### src/rtl/smb_byte_regs.sv
module smb_byte_regs #(
  parameter logic [6:0] DEV_ADDR = 7'h69
) (
  input  logic       clk,
  input  logic       rst_n,
  input  logic       scl_in,
  input  logic       sda_in,
  output logic       sda_oe,
  input  logic [3:0] strap_fs,
  input  logic       strap_cpu_mode,
  input  logic       strap_mem_mode,
  input  logic       strap_mult,
  output logic [3:0] fs_sel,
  output logic       spread_center,
  output logic       spread_en,
  output logic [1:0] spread_bw,
  output logic [2:0] clk_ctl
);
  typedef enum logic [2:0] {IDLE, ADDR, ACK, CMD, WDATA, RDATA, WAIT} st_t;

  logic [1:0] scl_sy, sda_sy;
  logic       scl_d, sda_d, scl_s, sda_s;
  logic       start_det, stop_det, scl_rise, scl_fall;
  st_t        state, nxt, after;
  logic [3:0] cnt;
  logic [7:0] sh, rd_byte;
  logic [6:0] offs;
  logic       cmd_ok, byte_ok, wr_commit;
  logic       sw_en;
  logic [3:0] sw_fs;
  logic [6:0] r1;

  always_ff @(posedge clk or negedge rst_n)
    if (!rst_n) begin
      scl_sy <= 2'b11; sda_sy <= 2'b11; scl_d <= 1'b1; sda_d <= 1'b1;
    end else begin
      scl_sy <= {scl_sy[0], scl_in};
      sda_sy <= {sda_sy[0], sda_in};
      scl_d  <= scl_sy[1];
      sda_d  <= sda_sy[1];
    end

  assign scl_s     = scl_sy[1];
  assign sda_s     = sda_sy[1];
  assign start_det = scl_s & scl_d & sda_d & ~sda_s;
  assign stop_det  = scl_s & scl_d & ~sda_d & sda_s;
  assign scl_rise  = scl_s & ~scl_d;
  assign scl_fall  = ~scl_s & scl_d;

  assign fs_sel  = sw_en ? sw_fs : strap_fs;
  assign rd_byte = (offs == 7'd0) ? {1'b0, fs_sel[2:0], sw_en, strap_mem_mode, fs_sel[3], strap_cpu_mode} :
                   (offs == 7'd1) ? {r1, strap_mult} : 8'h00;

  always_comb begin
    byte_ok = 1'b0;
    after   = WAIT;
    case (state)
      ADDR:  begin byte_ok = (sh[7:1] == DEV_ADDR) && (sh[0] == cmd_ok); after = cmd_ok ? RDATA : CMD; end
      CMD:   begin byte_ok = sh[7]; after = WDATA; end
      WDATA: begin byte_ok = 1'b1; after = WAIT; end
      default: ;
    endcase
  end

  assign wr_commit = (state == WDATA) && scl_fall && (cnt == 4'd8);

  always_ff @(posedge clk or negedge rst_n)
    if (!rst_n) begin
      state <= IDLE; nxt <= IDLE; cnt <= '0; sh <= '0; offs <= '0;
      cmd_ok <= 1'b0; sda_oe <= 1'b0;
    end else if (stop_det) begin
      state <= IDLE; sda_oe <= 1'b0; cmd_ok <= 1'b0;
    end else if (start_det) begin
      state  <= ADDR;
      cnt    <= '0;
      sda_oe <= 1'b0;
      cmd_ok <= (state == WDATA) && (cnt <= 4'd1);
    end else begin
      case (state)
        ADDR, CMD, WDATA: begin
          if (scl_rise && cnt != 4'd8) begin
            sh  <= {sh[6:0], sda_s};
            cnt <= cnt + 4'd1;
          end else if (scl_fall && cnt == 4'd8) begin
            cnt <= '0;
            nxt <= after;
            if (state == CMD) offs <= sh[6:0];
            if (byte_ok) begin
              state  <= ACK;
              sda_oe <= 1'b1;
            end else begin
              state <= WAIT;
            end
          end
        end
        ACK: if (scl_fall) begin
          state <= nxt;
          cnt   <= '0;
          if (nxt == RDATA) begin
            sh     <= rd_byte;
            sda_oe <= ~rd_byte[7];
          end else begin
            sda_oe <= 1'b0;
          end
        end
        RDATA: if (scl_fall) begin
          if (cnt == 4'd7) begin
            state  <= WAIT;
            sda_oe <= 1'b0;
          end else begin
            cnt    <= cnt + 4'd1;
            sh     <= {sh[6:0], 1'b0};
            sda_oe <= ~sh[6];
          end
        end
        default: ;
      endcase
    end

  always_ff @(posedge clk or negedge rst_n)
    if (!rst_n) begin
      sw_en <= 1'b0;
      sw_fs <= '0;
      r1    <= 7'b0111111;
    end else begin
      if (!sw_en) sw_fs <= strap_fs;
      if (wr_commit) begin
        if (offs == 7'd0) begin
          sw_en <= sh[3];
          if (sw_en) sw_fs <= {sh[1], sh[6:4]};
        end else if (offs == 7'd1) begin
          r1 <= sh[7:1];
        end
      end
    end

  assign spread_center = r1[6];
  assign spread_en     = r1[5];
  assign spread_bw     = r1[4:3];
  assign clk_ctl       = r1[2:0];
endmodule


### config.mk
export PLATFORM = sky130hd
export DESIGN_NAME = smb_byte_regs
export DESIGN_NICKNAME = d
export VERILOG_FILES = /design/src/rtl/smb_byte_regs.sv
export SDC_FILE = /design/constraint.sdc
export NUM_CORES = 1
export LEC_CHECK = 0
export CAP_MARGIN = 20
export CORE_ASPECT_RATIO = 0.8
export CORE_MARGIN = 5
export CORE_UTILIZATION = 40
export DETAILED_ROUTE_END_ITERATION = 8
export GPL_TIMING_DRIVEN = 0
export SYNTH_ARGS = -nofsm -noshare
export SYNTH_HDL_FRONTEND = slang
export SYNTH_SLANG_ARGS = --single-unit
export TNS_END_PERCENT = 50
### constraint.sdc
create_clock -name clk -period 2.4 [get_ports clk]
set_input_delay 0.6 -clock clk [delete_from_list [all_inputs] [get_ports clk]]
set_output_delay 0.6 -clock clk [all_outputs]
set_load 0.1 [all_outputs]
# == Word-level counts from Yosys, hierarchy flattened ==
# Cells that the tools add are included.
# totals
in_bits,11
regBits,45
out_inout_bits,12
# op_classes
reduce_logical,20
bitwise_logic,17
n_addsub,1
n_mux,43
order_cmp,1
eq_ne,27
# op_table
cell,n
2-to-1 mux 8 bit,7
2-to-1 mux 4 bit,10
inequality test 4 bit (second input constant),8
2-to-1 mux 3 bit,9
case mux 8 bit (3 select lines),1
AND reduction 6 bit,4
case mux 4 bit (3 select lines),1
2-to-1 mux 1 bit,11
inequality test 2 bit (second input constant),5
NOT 1 bit,10
equality test 3 bit (second input constant),3
inequality test 3 bit (second input constant),3
case mux 3 bit (3 select lines),1
AND reduction 8 bit,1
bitwise AND 1 bit,7
equality test 7 x 1 -> 1 bit (second input constant),1
equality test 7 bit (second input constant),1
logical NOT 7 bit,1
equality test 3 x 2 -> 1 bit (second input constant),2
logical AND 1 bit,6
case mux 1 bit (3 select lines),2
case mux 3 bit (2 select lines),1
AND reduction 5 bit,1
nonzero test 5 bit,1
other kinds (12),12

# == Logic depth before layout (Yosys ltp) ==
# depth
depth_word,9
mapped_depth,8
ltp_nobuf,7

# == Worst setup path after synthesis ==
# No wires, ideal clock.
# synth_timing
path_type,register to register
start,register cnt[0]
end,register sw_en
synth_period_minus_slack_ns,2.055
t_arrival_ns,1.930
path_stages_with_launch,8
path_buffers,1
slack_ns,0.345
setup_ns,0.125
path_cell_list,dfrtp_1 > inv_1 > ha_1 > nand3b_4 > or2_1 > or4_4 > buf_6 > mux2_4
# synth_between
elab_chain_len,3
# synth_rtl
item,line_no,rtl
from (decl),25,logic [3:0] cnt;
from (signal assigned),83,cnt <= cnt + 4'd1;
from (signal assigned),111,cnt <= cnt + 4'd1;
equality test 4 bit,65,assign wr_commit = (state == WDATA) && scl_fall && (cnt == 4'd8);
logical AND 1 bit,65,
AND reduction 2 bit (no source line),n/a,
to (signal assigned),129,sw_en <= sh[3];
to (decl),29,logic sw_en;
# Every way passes these cells.
# A chain may end at the register's enable or synchronous reset.

# == Worst setup path after layout ==
# layout_timing
start,register r1[5]
end,output spread_en
# layout_lines
item,line_no,rtl
from (decl),31,logic [6:0] r1;
from (signal assigned),132,r1 <= sh[7:1];
to (decl),15,"output logic spread_en,"
# No word-level cell between the ends.

==> run metrics <==
WL final=5532 um; Worst Hold Class=input pin to async pin; Clock Skew=8.517 ps; initial core utilization=0.4125; asr flop ratio synth=1.000; worst vdd ir=0.3768 mV; Top delay family on crit path=buffers and inverters; most common cell after layout, fill and taps aside=dfrtp_1; initial antenna violation count=0; Switching Fraction=0.3623; clock network fraction of total power=0.257; # setup viols final=0; Crit Path Max Fanout=3; wire per inst=16.61 um; vias in the first global route=1865; area delta synth->final=18.57%; number of CTS-inserted buffers=5; FILL cells=553; R2R Setup Slk=180 ps; Post-Syn Instances=221; Post-Syn Area=0.002439 mm^2; syn nets=236; nets=266; CTS clk-pin slew, worst paths=90 ps; Yosys Warn Count=0; Final Total Pwr=0.002698 W; crit path cell chain=dlygate4sd2_1; ys flop type=dfrtp_1; grt ovf=0; Slew Limit Fails=0; Seq pwr share=0.379; CTS tree=done; Internal=0.001720 W; Port Buf Inserts=22; Tmin final=2313 ps; placed insts=325; fmax=432.3 MHz; Non-Filler Instances=333; pwr/cell area=933.0 mW/mm^2; Final GP Congestion=0.8943; Tot GR Track Use=0.1495; Hold Fails Final Rpt=0; DR vias=1843; Reg-to-Reg End=r1[6]; RSZ-0062 raised after global routing=false; Rel. slew slack=0.3561; Worst R2R Path Depth=6; Post-synth EDFFs=0; CTS root buf=clkbuf_8; Leakage=1.290 nW; layout cells sized above 1=0.2659; largest net degree at the start of global routing=29; status=finished clean; max cap viols=0; Die Footprint=0.007768 mm^2; worst r2r src=cnt[0]; sw power=0.0009774 W; drt pass-1 iters=4; Synth area leader=dfrtp_1; via-per-instance ratio=5.535; global-route wire length before repair=9377 um; Crit. End Element=output port; Logic pwr share=0.363; # DRC=0; Slowest cell on crit path=dlygate4sd2_1; FP Rows=25; Worst Path Arrival=1710 ps; crit share post-route=0.9638; final worst-path setup slack=86.95 ps; detailed-placement wirelength estimate=4089 um; register bit total from synthesis=45; post-synth top area share=0.3386; antenna diode count=0; Post-CTS Setup Inserts=0; Least-Margin Pin Slew=964.3 ps; syn_area_per_cell=11.03 um^2; Buffers & Inverters on Critical Path=1; count of cell types in the netlist=57; height of the die=79.84 um; commonest non-fill, non-tap cells in the layout=dfrtp_1 (33), mux2_2 (28), nor2_1 (21); critical path class=flip-flop to output port; H-tree depth=2; Synth area leaders=dfrtp_1 (34%), dfstp_2 (13%), mux2_2 (13%); CP Launch Type=flip-flop; Core ar.=0.005912 mm^2; Clock Sink Count=45; clk_lat worst skew=300 ps; Critical Path RT=1800 ps; Die Span X=97.30 um; num ports=23; drt initial violations=105; worst slack at placement=-596.2 ps; sequential-to-total area share from yosys stat=0.4679; Worst path max stage delay=850 ps; CTS Buffer Depth=2; Final ANT Viol Nets=0
## state kept, by name (all words and copies together) (netlist names), 3 cells and up
| name | cells |
|---|---|
| cnt | 4 |
| nxt | 3 |
| offs | 7 |
| r1 | 7 |
| sh | 8 |
| state | 3 |
| sw_fs | 4 |
## per-stage QoR
step                      hold slack (ps)  area (um^2)  TNS [ps]    util
after floorplan                     304.4         2439         0       -
after detailed placement            346.8         2775     -2312  0.4694
after global routing                255.6         2892         0  0.4891
after CTS                           244.7         2903         0  0.4910
after global placement              345.7         2760    -20800  0.4669
final                               229.7         2892         0  0.4891
## power groups by stage
| stage | clock network [W] | registers [W] | logic (W) |
|---|---|---|---|
| after global routing | 0.000749 | 0.00104 | 0.00107 |
| after global placement | 0 | 0.00104 | 0.000968 |
| final | 0.000694 | 0.00102 | 0.000980 |
| after floorplan | 0 | 0.00104 | 0.000705 |
| after CTS | 0.000713 | 0.00102 | 0.000979 |
| after detailed placement | 0 | 0.00104 | 0.000975 |
## what timing repair did
action / CTS / global route
hold buffers: 0 / 0
endpoints found under the setup margin: 11 / 11
gates resized for setup: 21 / 8
## cells by family (layout without fill, tap and decap cells)
| family | Yosys count | in the layout | share of synthesized area |
|---|---|---|---|
| flops | 45 | 45 | 0.4679 |
| xor+xnor | 2 | 2 | 0.007184 |
| fa+ha+maj | 4 | 4 | 0.02052 |
| simple gates | 80 | 80 | 0.1811 |
| buf+inv | 13 | 44 | 0.02822 |
| mux | 36 | 36 | 0.1642 |
| compound gates | 41 | 41 | 0.1308 |
## cells in the mapped netlist (all sizes together), types with 2 or more instances
master,instances
a21oi,7
a221o,2
a32o,2
and2,2
buf,4
clkbuf,4
dfrtp,33
dfstp,12
ha,4
inv,5
mux2,29
mux2i,7
nand2,14
nand2b,5
nand3,8
nand3b,3
nor2,22
nor2b,10
nor3,2
o211ai,2
o21ai,4
o221ai,3
o311ai,2
o31ai,7
or2,3
## how the worst max path moves through the flow
stage                startpoint   endpoint  slack (ps)  cells after the start
finish                    r1[5]  spread_en          90                      1
global route              r1[5]  spread_en          40                      1
CTS                 strap_fs[3]  fs_sel[3]           2                      3
detailed placement  strap_fs[2]  fs_sel[2]        -600                      3
global placement    strap_fs[2]  fs_sel[2]        -580                      3
floorplan                cnt[0]      sw_en         350                      7
## layer usage
metal	global-route usage	up-vias	part of all wire	wire (um)
li1	-	869	-	-
met1	0.2222	925	0.53	2937
met2	0.2128	43	0.41	2266
met3	0.03843	6	0.050	275
met4	0.04288	0	0.0094	52
met5	0	-	0	0
## cell type report
| cell class | instances | area (um^2) | share of cell area |
|---|---|---|---|
| repair buffers | 23 | 209.0 | 0.07226 |
| well taps | 81 | 101.3 | 0.03505 |
| multi-input cells | 163 | 1234 | 0.4267 |
| clock inverters | 3 | 68.82 | 0.02380 |
| inverters | 5 | 18.77 | 0.006491 |
| flip-flops and latches | 45 | 1141 | 0.3946 |
| clock buffers | 5 | 68.82 | 0.02380 |
| plain buffers | 8 | 50.05 | 0.01731 |
Power figures use the tool's default switching activity.
